`src/rtl/nfc_pkg.sv`:
```
package nfc_pkg;
  typedef enum logic [1:0] {OP_PROG = 2'd0, OP_SECT = 2'd1, OP_CHIP = 2'd2} op_e;

  localparam logic [15:0] SEQ_ADDR_A = 16'h5555;
  localparam logic [15:0] SEQ_ADDR_B = 16'h2AAA;

  localparam logic [7:0] CODE_KEY_A  = 8'hAA;
  localparam logic [7:0] CODE_KEY_B  = 8'h55;
  localparam logic [7:0] CODE_PROG   = 8'hA0;
  localparam logic [7:0] CODE_ERPRE  = 8'h80;
  localparam logic [7:0] CODE_IDON   = 8'h90;
  localparam logic [7:0] CODE_IDOFF  = 8'hF0;
  localparam logic [7:0] CODE_CHIP   = 8'h10;
  localparam logic [7:0] CODE_REGION = 8'h30;
  localparam logic [7:0] CODE_LOCK   = 8'h40;

  // programming can only clear bits
  function automatic logic [15:0] merge_prog(input logic [15:0] old_w, input logic [15:0] new_w);
    return old_w & new_w;
  endfunction

  // status word returned while a program is running
  function automatic logic [15:0] poll_word(input logic data_b7);
    return {8'h00, ~data_b7, 7'h00};
  endfunction
endpackage

```
`src/rtl/nfc_busy_timer.sv`:
```
module nfc_busy_timer #(
  parameter int CNT_W = 8
) (
  input  logic             clk,
  input  logic             rst_n,
  input  logic             start,
  input  logic [CNT_W-1:0] len,
  output logic             busy,
  output logic             last
);
  logic [CNT_W-1:0] cnt_q;

  always_ff @(posedge clk) begin
    if (!rst_n)     cnt_q <= '0;
    else if (start) cnt_q <= len;
    else if (busy)  cnt_q <= cnt_q - 1'b1;
  end

  assign busy = (cnt_q != '0);
  assign last = (cnt_q == CNT_W'(1));
endmodule

```
`src/rtl/nfc_cmd_decode.sv`:
```
module nfc_cmd_decode
  import nfc_pkg::*;
#(
  parameter int ADDR_W = 16
) (
  input  logic              clk,
  input  logic              rst_n,
  input  logic              wr,
  input  logic [ADDR_W-1:0] addr,
  input  logic [7:0]        code,
  output logic              c_prog,
  output logic              c_region,
  output logic              c_chip,
  output logic              c_lock,
  output logic              c_id_on,
  output logic              c_id_off
);
  typedef enum logic [2:0] {S_IDLE, S_K1, S_K2, S_E3, S_E4, S_E5, S_PD} st_e;
  st_e st_q, st_d;

  logic at_a, at_b;
  assign at_a = (addr == ADDR_W'(SEQ_ADDR_A));
  assign at_b = (addr == ADDR_W'(SEQ_ADDR_B));

  always_comb begin
    st_d     = st_q;
    c_prog   = 1'b0;
    c_region = 1'b0;
    c_chip   = 1'b0;
    c_lock   = 1'b0;
    c_id_on  = 1'b0;
    c_id_off = 1'b0;
    if (wr) begin
      st_d = S_IDLE;
      unique case (st_q)
        S_IDLE: if (at_a && code == CODE_KEY_A) st_d = S_K1;
        S_K1:   if (at_b && code == CODE_KEY_B) st_d = S_K2;
        S_K2: if (at_a) begin
          if (code == CODE_PROG)  st_d = S_PD;
          if (code == CODE_ERPRE) st_d = S_E3;
          c_id_on  = (code == CODE_IDON);
          c_id_off = (code == CODE_IDOFF);
        end
        S_E3: if (at_a && code == CODE_KEY_A) st_d = S_E4;
        S_E4: if (at_b && code == CODE_KEY_B) st_d = S_E5;
        S_E5: begin
          c_region = (code == CODE_REGION);
          c_chip   = at_a && (code == CODE_CHIP);
          c_lock   = at_a && (code == CODE_LOCK);
        end
        S_PD: c_prog = 1'b1;
        default: st_d = S_IDLE;
      endcase
    end
  end

  always_ff @(posedge clk) begin
    if (!rst_n) st_q <= S_IDLE;
    else        st_q <= st_d;
  end
endmodule

```
`src/rtl/nflash_ctrl.sv`:
```
module nflash_ctrl
  import nfc_pkg::*;
#(
  parameter int          ADDR_W       = 16,
  parameter int          BOOT_WORDS   = 8192,
  parameter int          SLOT_W       = 4,
  parameter int          PROG_CYCLES  = 200,
  parameter int          ERASE_CYCLES = 2000,
  parameter logic [15:0] MFR_ID       = 16'h00C5,
  parameter logic [15:0] DEV_ID       = 16'h5A21
) (
  input  logic              clk,
  input  logic              rst_n,
  input  logic              wr_en,
  input  logic              rd_en,
  input  logic [ADDR_W-1:0] addr,
  input  logic [15:0]       wdata,
  input  logic              lock_override,
  output logic [15:0]       rdata,
  output logic              busy
);
  localparam int IDX_W  = SLOT_W + 1;
  localparam int NWORDS = 1 << IDX_W;
  localparam int MAXCYC = (PROG_CYCLES > ERASE_CYCLES) ? PROG_CYCLES : ERASE_CYCLES;
  localparam int CNT_W  = $clog2(MAXCYC + 1);

  function automatic logic in_boot(input logic [ADDR_W-1:0] a);
    return a < ADDR_W'(BOOT_WORDS);
  endfunction

  // index MSB 0 = boot region, 1 = main region
  function automatic logic [IDX_W-1:0] arr_idx(input logic [ADDR_W-1:0] a);
    return {~in_boot(a), a[SLOT_W-1:0]};
  endfunction

  logic [15:0] mem [NWORDS];

  logic c_prog, c_region, c_chip, c_lock, c_id_on, c_id_off;
  logic wr_live, boot_hit, blocked, launch, done;
  logic [CNT_W-1:0] run_len;
  op_e  op_q, op_d;
  logic [IDX_W-1:0] tgt_idx_q;
  logic [15:0] tgt_data_q;
  logic guard_q, lost_q, id_q, boot_ok, tgt_boot;
  logic lock_q = 1'b0;
  logic [15:0] rdata_q;

  // named events for the checker
  logic boot_wr_ev, prog_busy, poll_bit7;

  assign wr_live = wr_en & ~busy;

  nfc_cmd_decode #(.ADDR_W(ADDR_W)) u_dec (
    .clk(clk), .rst_n(rst_n), .wr(wr_live), .addr(addr), .code(wdata[7:0]),
    .c_prog(c_prog), .c_region(c_region), .c_chip(c_chip), .c_lock(c_lock),
    .c_id_on(c_id_on), .c_id_off(c_id_off)
  );

  assign boot_hit = in_boot(addr);
  assign blocked  = lock_q & ~lock_override & boot_hit;
  assign launch   = ((c_prog | c_region) & ~blocked) | c_chip;
  assign op_d     = c_prog ? OP_PROG : (c_region ? OP_SECT : OP_CHIP);
  assign run_len  = c_prog ? CNT_W'(PROG_CYCLES) : CNT_W'(ERASE_CYCLES);

  nfc_busy_timer #(.CNT_W(CNT_W)) u_tmr (
    .clk(clk), .rst_n(rst_n), .start(launch), .len(run_len), .busy(busy), .last(done)
  );

  always_ff @(posedge clk) begin
    if (launch) begin
      op_q       <= op_d;
      tgt_idx_q  <= arr_idx(addr);
      tgt_data_q <= wdata;
      guard_q    <= lock_q & (c_chip | boot_hit);
    end
  end

  always_ff @(posedge clk) begin
    if (!rst_n)                      lost_q <= 1'b0;
    else if (launch)                 lost_q <= 1'b0;
    else if (busy && !lock_override) lost_q <= 1'b1;
  end

  assign boot_ok    = ~(guard_q & (lost_q | ~lock_override));
  assign tgt_boot   = ~tgt_idx_q[IDX_W-1];
  assign boot_wr_ev = done & boot_ok & ((op_q == OP_CHIP) | tgt_boot);
  assign prog_busy  = busy & (op_q == OP_PROG);
  assign poll_bit7  = tgt_data_q[7];

  always_ff @(posedge clk) begin
    if (!rst_n) begin
      if (prog_busy) mem[tgt_idx_q] <= '0;
    end else if (done) begin
      unique case (op_q)
        OP_PROG: if (boot_ok || !tgt_boot)
          mem[tgt_idx_q] <= merge_prog(mem[tgt_idx_q], tgt_data_q);
        OP_SECT: for (int i = 0; i < NWORDS; i++) begin
          if (((i >> SLOT_W) != 0) == tgt_idx_q[IDX_W-1] && (boot_ok || !tgt_boot))
            mem[i] <= '1;
        end
        default: for (int i = 0; i < NWORDS; i++) begin
          if ((i >> SLOT_W) != 0 || boot_ok) mem[i] <= '1;
        end
      endcase
    end
  end

  always_ff @(posedge clk) begin
    if (c_lock) lock_q <= 1'b1;
  end

  always_ff @(posedge clk) begin
    if (!rst_n)        id_q <= 1'b0;
    else if (c_id_on)  id_q <= 1'b1;
    else if (c_id_off) id_q <= 1'b0;
  end

  always_ff @(posedge clk) begin
    if (!rst_n) rdata_q <= '0;
    else if (rd_en) begin
      if (busy)      rdata_q <= prog_busy ? poll_word(poll_bit7) : 16'h0000;
      else if (id_q) begin
        if (addr == ADDR_W'(0))      rdata_q <= MFR_ID;
        else if (addr == ADDR_W'(1)) rdata_q <= DEV_ID;
        else if (addr == ADDR_W'(2)) rdata_q <= {15'h0, lock_q};
        else                         rdata_q <= 16'h0000;
      end else       rdata_q <= mem[arr_idx(addr)];
    end
  end

  assign rdata = rdata_q;
endmodule

```
`config.mk`:
```
export PLATFORM = sky130hd
export DESIGN_NAME = nflash_ctrl
export DESIGN_NICKNAME = d
export VERILOG_FILES = /design/src/rtl/nfc_pkg.sv /design/src/rtl/nfc_busy_timer.sv /design/src/rtl/nfc_cmd_decode.sv /design/src/rtl/nflash_ctrl.sv
export SDC_FILE = /design/constraint.sdc
export NUM_CORES = 1
export LEC_CHECK = 0
export BUFFER_PORTS_ARGS = -buffer_cell sky130_fd_sc_hd__buf_4
export CAP_MARGIN = 5
export CORE_ASPECT_RATIO = 1.2
export CORE_UTILIZATION = 57
export DETAILED_ROUTE_END_ITERATION = 10
export PLACE_DENSITY_LB_ADDON = 0.08
export REMOVE_ABC_BUFFERS = 1
export SLEW_MARGIN = 25
export SYNTH_ARGS = -nofsm -noshare
export SYNTH_HDL_FRONTEND = slang
export SYNTH_HIERARCHICAL = 1
export SYNTH_SLANG_ARGS = --single-unit
```
`constraint.sdc`:
```
create_clock -name clk -period 4.12 [get_ports clk]
set_input_delay 0.206 -clock clk [delete_from_list [all_inputs] [get_ports clk]]
set_output_delay 0.206 -clock clk [all_outputs]
set_load 0.01 [all_outputs]
```
# Yosys cells after proc, flatten, opt, wreduce, memory -nomap -nowiden
# Memories as Yosys holds them, arrays and structs flattened. A register that Yosys moved wholly into a read port is not among the register bits.
# Cells that the tools add are included.
[totals]
register_bits = 56
latch_bits = 0
mem_bits_rw = 512
rom_bits = 0
in_bits = 37
output_inout_bits = 17
wordCells = 196
memories = 1
[classes]
add_sub_neg = 1
multipliers = 0
div = 0
n_lt_le_gt_ge = 1
n_eq_ne = 20
shift = 0
muxes = 96
bitwise = 51
n_reduce_logical = 17
[mem_list]
columns = ["name", "words", "width", "read_ports", "rd_ports_with_merged_regs", "write_ports", "line", "text"]
rows = [
  ["mem", 32, 16, 2, 1, 32, "nflash_ctrl.sv:36", "logic [15:0] mem [NWORDS];"],
]
[op_table]
columns = ["op", "n"]
rows = [
  ["2-to-1 mux 16 bit", 38],
  ["2-to-1 mux 1 bit", 44],
  ["== test 8 bit, second input constant", 5],
  ["bitwise OR 1 bit", 37],
  ["2-to-1 mux 11 bit", 3],
  ["bitwise AND 16 bit", 1],
  ["== test 16 x 1 -> 1 bit, second input constant", 1],
  ["== test 16 x 14 -> 1 bit, second input constant", 1],
  ["== test 16 x 15 -> 1 bit, second input constant", 1],
  ["== test 16 x 2 -> 1 bit, second input constant", 1],
  ["zero test 16 bit", 1],
  ["less-than comparator 16 x 14 -> 1 bit, second input constant", 1],
  ["OR reduction 16 bit", 1],
  ["2-to-1 mux 3 bit", 5],
  ["one-hot mux 3 bit (5 select lines)", 1],
  ["== test 11 x 1 -> 1 bit, second input constant", 1],
  ["nonzero test 11 bit", 1],
  ["subtractor 11 x 1 -> 11 bit, second input constant", 1],
  ["2-to-1 mux 5 bit", 2],
  ["== test 3 bit, second input constant", 3],
  ["== test 8 x 5 -> 1 bit, second input constant", 1],
  ["== test 8 x 6 -> 1 bit, second input constant", 1],
  ["== test 8 x 7 -> 1 bit, second input constant", 1],
  ["2-to-1 mux 8 bit", 1],
  ["13 further kinds", 33],
]

# Logic depth before layout (Yosys ltp)
# Gate-level depths: netlist of the first run.
[logic_depth]
word_depth = 14
depth_mapped = 16
ltp_nobuf = 15

# By module
# The synthesis of the first run kept the hierarchy.
[by_module_without_submodules]
columns = ["mod", "instances", "cells_each", "area_per_inst_um2", "seq_area_each_um2"]
rows = [
  ["nflash_ctrl", 1, 2181, 27692.8, 11431.0],
  ["nfc_busy_timer", 1, 77, 638.1, 220.2],
  ["nfc_cmd_decode", 1, 56, 452.9, 60.1],
]

# Worst setup path after synthesis of the first run
# Ideal clock, no wire load.
[synth_path]
path_kind = "reg2reg"
startpoint = "register u_tmr.cnt_q[0]"
endpoint = "register u_tmr.cnt_q[1]"
setup_ns = 0.117
arrival_ns = 4.342
required_ns = 4.003
path_slack_ns = -0.339
stages_incl_launch_ff = 16
n_path_buf = 1
synth_period_minus_slack_ns = 4.459
cell_sequence = "dfxtp_1 inv_1 ha_1 nor3b_1 nand3_1 nor2b_1 inv_1 or4b_4 nor2_1 nor2_1 inv_1 clkbuf_1 clkinv_1 nand2_1 a31oi_1 a32o_1"
[synth_via]
word_cells_on_any_way = 13
classes_between = "add/sub: 1; mux: 5; bitwise: 5; reduce/logical: 2"
[synth_rtl]
columns = ["element", "line", "text"]
rows = [
  ["start: declaration", "nfc_busy_timer.sv:11", "logic [CNT_W-1:0] cnt_q;"],
  ["start signal: assignment", "nfc_busy_timer.sv:15", "else if (start) cnt_q <= len;"],
  ["start signal: assignment", "nfc_busy_timer.sv:16", "else if (busy) cnt_q <= cnt_q - 1'b1;"],
  ["nonzero test 11 bit (*)", "nfc_busy_timer.sv:19", "assign busy = (cnt_q != '0);"],
  ["net busy", "nflash_ctrl.sv:20", "output logic busy"],
  ["inverter 1 bit (*)", "nflash_ctrl.sv:51", "assign wr_live = wr_en & ~busy;"],
  ["bitwise AND 1 bit (*)", "nflash_ctrl.sv:51", ""],
  ["net wr_live", "nflash_ctrl.sv:39", "logic wr_live, boot_hit, blocked, launch, done;"],
  ["2-to-1 mux 1 bit (*)", "nfc_cmd_decode.sv:33", "if (wr) begin"],
  ["net c_chip", "nflash_ctrl.sv:38", "logic c_prog, c_region, c_chip, c_lock, c_id_on, c_id_off;"],
  ["bitwise OR 1 bit (*)", "nflash_ctrl.sv:61", "assign launch = ((c_prog | c_region) & ~blocked) | c_chip;"],
  ["net launch", "nflash_ctrl.sv:39", ""],
  ["2-to-1 mux 11 bit or nonzero test 2 bit (tied branches)", "n/a", ""],
]
# The timed path passes the listed nets; every way through them passes the cells marked *. The select of a mux whose other input is x is not followed.
# A chain may end at the register's enable or synchronous reset.

# Final worst setup path of the first run
[layout_path]
startpoint = "register u_tmr.cnt_q[8]"
endpoint = "register u_tmr.cnt_q[1]"
[layout_via]
word_cells_on_any_way = 11
classes_between = "mux: 4; bitwise: 5; reduce/logical: 2"
[layout_rtl]
columns = ["element", "line"]
rows = [
  ["nonzero test 11 bit (*)", "nfc_busy_timer.sv:19"],
  ["inverter 1 bit (*)", "nflash_ctrl.sv:51"],
  ["bitwise AND 1 bit (*)", "nflash_ctrl.sv:51"],
  ["net wr_live", "nflash_ctrl.sv:39"],
  ["2-to-1 mux 1 bit (*)", "nfc_cmd_decode.sv:33"],
  ["net c_chip", "nflash_ctrl.sv:38"],
  ["bitwise OR 1 bit (*)", "nflash_ctrl.sv:61"],
  ["net launch", "nflash_ctrl.sv:39"],
  ["2-to-1 mux 11 bit or nonzero test 2 bit (tied branches)", "n/a"],
]
# The timed path passes the listed nets; every way through them passes the cells marked *.

==> summary.md, run 1 <==
| Metric | Value |
|---|---|
| Chip width | `207 um` |
| Internal | `15.8 mW` |
| Leading cell type in the layout, fill and taps excluded | `dfxtp_1` |
| Cells after synthesis | `2313` |
| Met2 wire length | `44600 um` |
| Critical path class | `reg -> reg` |
| CTS Buf Count | `58` |
| Uppermost layer routed | `met4` |
| Share of layout cells above drive strength 1 | `32.4%` |
| N_diodes | `0` |
| Avg WL per Cell | `32.1 um` |
| Outcome | `finished, final reports clean` |
| Vias per inst | `7.37` |
| Vias in the first global route | `22200` |
| Final Cell Area | `0.0321 sq mm` |
| Site Rows | `89` |
| DRT antenna net count | `0` |
| Synth Warn # | `6` |
| Worst Hold Class | `in -> reg` |
| Wire length on met3 | `9990 um` |
| First-pass GRT wire length | `145000 um` |
| Logic pwr share | `27.8%` |
| Maximum Capacitance Violations | `0` |
| GRT Util Overall | `37.8%` |
| CTS Sinks | `573` |
| Initial antenna violation count | `0` |
| Max Clk Rate | `0.271 GHz` |
| Placed Area | `0.0298 sq mm` |
| TritonCTS clock tree | `done` |
| Mapped Avg Cell Area | `12.4 sq um` |
| Die Height | `248 um` |
| Initial drt markers | `2581` |
| Tcrit/Tclk final | `89.4%` |
| Die Area | `0.0514 sq mm` |
| Switching share of power | `29.3%` |
| Final slew viol count | `0` |
| Initial DRT Pass Iterations | `7` |
| Initial core utilization | `58.1%` |
| Reg clk slew, reported paths | `0.07 ns` |
| H-tree depth | `2` |
| Clock power frac | `26.4%` |
| GPL Wtd Cong | `0.923` |
| Clk Latency, worst-skew pair | `0.64 ns` |
| Worst vdd ir | `0.504 mV` |
| Mapped Area | `0.0288 sq mm` |
| CTS Root Cell | `clkbuf_16` |
| CORE AREA | `0.0496 sq mm` |
| Fillers | `3759` |
| Final min period | `3.68 ns` |
| WP data arrival | `4.20 ns` |
| Critical path capture point type | `flop` |
| Setup Viol. Count Final | `0` |
| Clock Skews | `0.0254 ns` |
| Clk buf depth | `3` |
| Metal1 wirelength | `36400 um` |
| PwrDens | `697 mW/mm^2` |
| Hold Crit Depth | `5` |
| Startpoint Class | `flop` |
| Worst r2r path cells | `12` |
| Worst Tran Pin Value | `1.07 ns` |
| Hold Slack | `0.178 ns` |
| Static Leakage | `11.8 nW` |
| Relative slew slack | `28.5%` |
| Largest net degree at the start of global routing | `102` |
| Switching Power | `6.56 mW` |
| GRT overflow | `0` |
| Area growth from synthesis to layout | `11.6%` |
| DR vias | `22200` |
| Fin nets | `2364` |
| Sequential power share | `45.9%` |
| Total Wirelength | `96500 um` |
| I/O Pins | `54` |
| WP data required | `4.63 ns` |
| HPWL Detailed | `61400 um` |
| Setup TNS Final | `0 ns` |
| Tot Pwr | `22.4 mW` |
| IO Port Bufs | `53` |
| Worst Path Max Fanout | `11` |
| Commonest cells after routing, fill and taps aside | `dfxtp_1, o21ai_0, mux4_2` |
| DRC errors left | `0` |
| Endpoints failing hold | `0` |
| RSZ-0062 raised after global routing | `false` |
-- power by group through the flow --
stage	logic, mW	clock network (mW)	registers (mW)
after floorplan	5.04	0	9.46
after global placement	5.90	0	10.2
after detailed placement	6.12	0	10.3
after CTS	6.17	5.94	10.2
after global routing	6.68	6.16	10.5
final	6.22	5.90	10.3
-- flip-flops by register name, indices dropped and copies added (netlist names), named ones only --
register	cells
u_tmr/cnt_q	11
tgt_idx_q	5
guard_q	1
lost_q	1
mem	512
u_dec/st_q	3
id_q	1
rdata	16
op_q	2
tgt_data_q	16
-- area by class of cell --
type | instances | area, sq um | share of cell area [%]
tap | 637 | 797 | 2.48
sequential | 573 | 11700 | 36.5
multi-input combinational | 1484 | 15700 | 49.0
clock inverter | 25 | 339 | 1.06
clock buffer | 83 | 1810 | 5.64
inverter | 15 | 56.3 | 0.175
timing repair buffer | 193 | 1640 | 5.09
-- what timing repair did --
item,4_1_cts,5_1_grt
hold buffers,18,0
buffers inserted,0,0
endpoints found under the hold margin,26,0
resized for setup,0,1
setup endpoints to repair,0,1
-- worst max-delay path, cell delays in order, from the launching register on --
cell and delay, ns:
dfxtp_1 0.35, nor3_1 0.53, nand3_1 0.24, nor2b_2 0.29, inv_1 0.14, or4b_4 0.54
nor2_1 0.13, nor2_1 0.17, inv_1 0.31, clkinv_1 0.34, nand2_1 0.25, a31oi_1 0.07
a32o_1 0.22
-- per-layer routing --
layer  vias to the layer above  track usage (%)
li1                       9328                -
met1                     11200             48.1
met2                      1329             61.0
met3                       350             8.37
met4                         0             19.1
met5                         -                0
-- per-stage QoR --
stage	worst slack [ns]	cells	util, %
6_report	0.435	3010	64.8
4_1_cts	0.397	3009	64.8
5_1_grt	0.0704	3010	64.8
3_5_place_dp	0.413	2883	60.0
2_1_floorplan	-3.32	2072	-
3_3_place_gp	0.505	2882	60.0
-- worst paths after layout --
path / startpoint / endpoint / slack [ns]
max: u_tmr/cnt_q[8] / u_tmr/cnt_q[1] / 0.44
min: addr[6] / u_dec/st_q[0] / 0.18
max reg2reg: u_tmr/cnt_q[8] / u_tmr/cnt_q[1] / 0.44
min reg2reg: mem[10][8] / mem[10][8] / 0.50
Note: power is estimated with default switching activity, not from simulation.
==> inputs of run 2 (changes only) <==
CELL_PAD_IN_SITES_DETAIL_PLACEMENT = 1   (was default)
CELL_PAD_IN_SITES_GLOBAL_PLACEMENT = 1   (was default)
CORE_UTILIZATION = 46   (was 57)
GPL_TIMING_DRIVEN = 0   (was default)
SYNTH_HIERARCHICAL = default   (was 1)
==> summary.md, run 2 <==
| Metric | Value |
|---|---|
| Initial core utilization | `46.7% (was 58.1%)` |
| Vias per inst | `7.92 (was 7.37)` |
| Hold Crit Depth | `4 (was 5)` |
| Multi-input logic area | `0.0206 sq mm (was 0.0157 sq mm)` |
| GPL Wtd Cong | `0.907 (was 0.923)` |
| Avg WL per Cell | `37.0 um (was 32.1 um)` |
| Clk buf depth | `3 (unchanged)` |
| H-tree depth | `3 (was 2)` |
| Number of enable flip-flop cells after synthesis | `24` |
| Mapped Avg Cell Area | `9.40 sq um (was 12.4 sq um)` |
| Hold Slack | `0.0881 ns (was 0.178 ns)` |
| Unique cell type count in the Yosys netlist | `81` |
| Synth top area share | `32.4%` |
| DR vias | `35100 (was 22200)` |
| DRT antenna net count | `0 (unchanged)` |
| Synth cell count leaders | `dfxtp_1, nand3_1, o211ai_1, a31oi_1, clkbuf_1` |
| GRT overflow | `0 (unchanged)` |
| WP data required | `4.58 ns (was 4.63 ns)` |
| Synth Warn # | `0 (was 6)` |
| Site Rows | `108 (was 89)` |
| Place WS | `-0.332 ns (was 0.413 ns)` |
| Clk Latency, worst-skew pair | `0.63 ns (was 0.64 ns)` |
| Cell taking the most area after synthesis | `dfxtp_1` |
| Post-Layout Cell Count | `4429 (was 3010)` |
| RSZ-0062 raised after global routing | `false (unchanged)` |
| Worst Hold Class | `in -> reg (unchanged)` |
| Worst r2r path cells | `6 (was 12)` |
| Area growth from synthesis to layout | `13.3% (was 11.6%)` |
| Total Wirelength | `164000 um (was 96500 um)` |
| Initial DRT Pass Iterations | `6 (was 7)` |
| Most flop-heavy register | `mem (unchanged)` |
| HPWL Detailed | `110000 um (was 61400 um)` |
| Internal | `15.3 mW (was 15.8 mW)` |
| Initial antenna violation count | `7 (was 0)` |
| Chip width | `250 um (was 207 um)` |
| Fin nets | `3486 (was 2364)` |
| GRT Util Overall | `43.0% (was 37.8%)` |
| Max Clk Rate | `0.253 GHz (was 0.271 GHz)` |
| Metal1 wirelength | `59600 um (was 36400 um)` |
| Mapped Area | `0.0339 sq mm (was 0.0288 sq mm)` |
| CORE AREA | `0.0727 sq mm (was 0.0496 sq mm)` |
| Final min period | `3.95 ns (was 3.68 ns)` |
| Setup Viol. Count Final | `0 (unchanged)` |
| PwrDens | `635 mW/mm^2 (was 697 mW/mm^2)` |
| Tcrit/Tclk final | `96.0% (was 89.4%)` |
| Logic pwr share | `34.8% (was 27.8%)` |
| Tot Pwr | `24.4 mW (was 22.4 mW)` |
| FFs w/ async S/R, synth | `0%` |
| Share of layout cells above drive strength 1 | `21.4% (was 32.4%)` |
| Uppermost layer routed | `met5 (was met4)` |
| Largest net degree at the start of global routing | `78 (was 102)` |
| Die Height | `300 um (was 248 um)` |
| CTS Buf Count | `67 (was 58)` |
| Commonest cells after routing, fill and taps aside | `dfxtp_1, nand3_1, o211ai_1 (was dfxtp_1, o21ai_0, mux4_2)` |
| Initial drt markers | `4197 (was 2581)` |
| Met2 wire length | `72100 um (was 44600 um)` |
| Die Area | `0.0749 sq mm (was 0.0514 sq mm)` |
| Critical path capture point type | `flop (unchanged)` |
| Worst Tran Pin Value | `1.14 ns (was 1.07 ns)` |
| Reg clk slew, reported paths | `0.06 ns (was 0.07 ns)` |
| Cells after synthesis | `3608 (was 2313)` |
| Fillers | `7844 (was 3759)` |
| Clock power frac | `24.5% (was 26.4%)` |
| Max reg flops | `512 (unchanged)` |
| Clock Skews | `0.0315 ns (was 0.0254 ns)` |
| CTS Sinks | `573 (unchanged)` |
| I/O Pins | `54 (unchanged)` |
| Outcome | `finished, final reports clean (unchanged)` |
| Leading cell type in the layout, fill and taps excluded | `dfxtp_1 (unchanged)` |
| DRC errors left | `0 (unchanged)` |
| Switching Power | `9.12 mW (was 6.56 mW)` |
| First-pass GRT wire length | `239000 um (was 145000 um)` |
| Post-CTS Setup Bufs | `0 (unchanged)` |
| TritonCTS clock tree | `done (unchanged)` |
| Worst Path Max Fanout | `32 (was 11)` |
| Wire length on met3 | `19000 um (was 9990 um)` |
| Final slew viol count | `0 (unchanged)` |
| WP data arrival | `4.41 ns (was 4.20 ns)` |
| Maximum Capacitance Violations | `0 (unchanged)` |
| Post-synthesis sequential area ratio | `34.5%` |
| Switching share of power | `37.3% (was 29.3%)` |
| Static Leakage | `13.2 nW (was 11.8 nW)` |
| Vias in the first global route | `35600 (was 22200)` |
| Sequential power share | `40.6% (was 45.9%)` |
| Critical path class | `reg -> reg (unchanged)` |
| Worst vdd ir | `0.355 mV (was 0.504 mV)` |
| Reg area | `0.0117 sq mm (about the same)` |
| Startpoint Class | `flop (unchanged)` |
| Top FF cell, synth | `dfxtp_1` |
| Slack of the critical path | `0.166 ns (was 0.435 ns)` |
| CTS Root Cell | `clkbuf_16 (unchanged)` |
| Synth Register Bits | `573` |
| Dpl cells | `4294 (was 2883)` |
| IO Port Bufs | `53 (unchanged)` |
| Endpoints failing hold | `0 (unchanged)` |
| Synth area leaders | `dfxtp_1, mux4_2, o211ai_1, nand3_1, a31oi_1` |
| Relative slew slack | `23.8% (was 28.5%)` |
| Most common cell in the netlist | `dfxtp_1` |
[run 2: final cells by class]
cell class                      count  share of cell area (%)
Clock inverter                     18                   0.527
Tap cell                          935                    3.04
Multi-Input combinational cell   2533                    53.4
Sequential cell                   573                    30.5
Clock buffer                       96                    4.85
Inverter                           21                   0.205
Timing Repair Buffer              251                    7.44
Antenna cell                        2                  0.0130
[run 2: worst paths after layout]
kind / from / end / slack (ns)
max: flop / mem[28][1] / 0.17
min: rd_en / rdata[13] / 0.09
max reg2reg: flop / mem[28][1] / 0.17
min reg2reg: rdata[15] / rdata[15] / 0.48
[run 2: logic make-up after synthesis]
group	share of synthesized area, %
AND/OR/NAND/NOR	14.6
buffers and inverters	6.77
flip-flops	34.5
AO/OA/AOI/OAI	26.2
XOR/XNOR	0.155
adder cells (fa/ha/maj)	0.0737
multiplexers	17.6
[run 2: what timing repair did]
item | in CTS | in global routing
hold endpoints to repair | 19 | 0
gates resized for setup | 1 | 2
setup endpoints to repair | 12 | 83
pin swaps | 0 | 1
hold buffers | 18 | 0
[run 2: stage by stage]
step	utilization, %	area (sq um)	TNS (ns)
after floorplan	-	31700	-4033.88
after global placement	45.8	33300	-7819.58
after detailed placement	49.8	36200	-6.10
after CTS	52.9	38400	0
after global routing	52.9	38500	0
final	52.9	38500	0
[run 2: metal layers]
layer	vias to the layer above	GRT usage (%)
li1	14100	-
met1	17900	51.7
met2	2389	65.3
met3	677	12.5
met4	8	31.9
met5	-	0
[run 2: critical path, cell delays in order (launching register included)]
cell and delay [ns]:
dfxtp_4 0.49, buf_16 0.29, mux4_2 0.54, a22o_1 0.34, a221oi_1 0.92, a2111o_2 0.90
o21ai_0 0.26
[run 2: power by group through the flow]
stage | combinational (mW) | sequential (mW) | clock, mW
CTS | 8.28 | 9.81 | 5.99
detailed placement | 8.18 | 9.90 | 0
global route | 8.95 | 10.1 | 6.22
global placement | 7.41 | 9.69 | 0
floorplan | 5.57 | 9.12 | 0
finish | 8.51 | 9.93 | 5.99
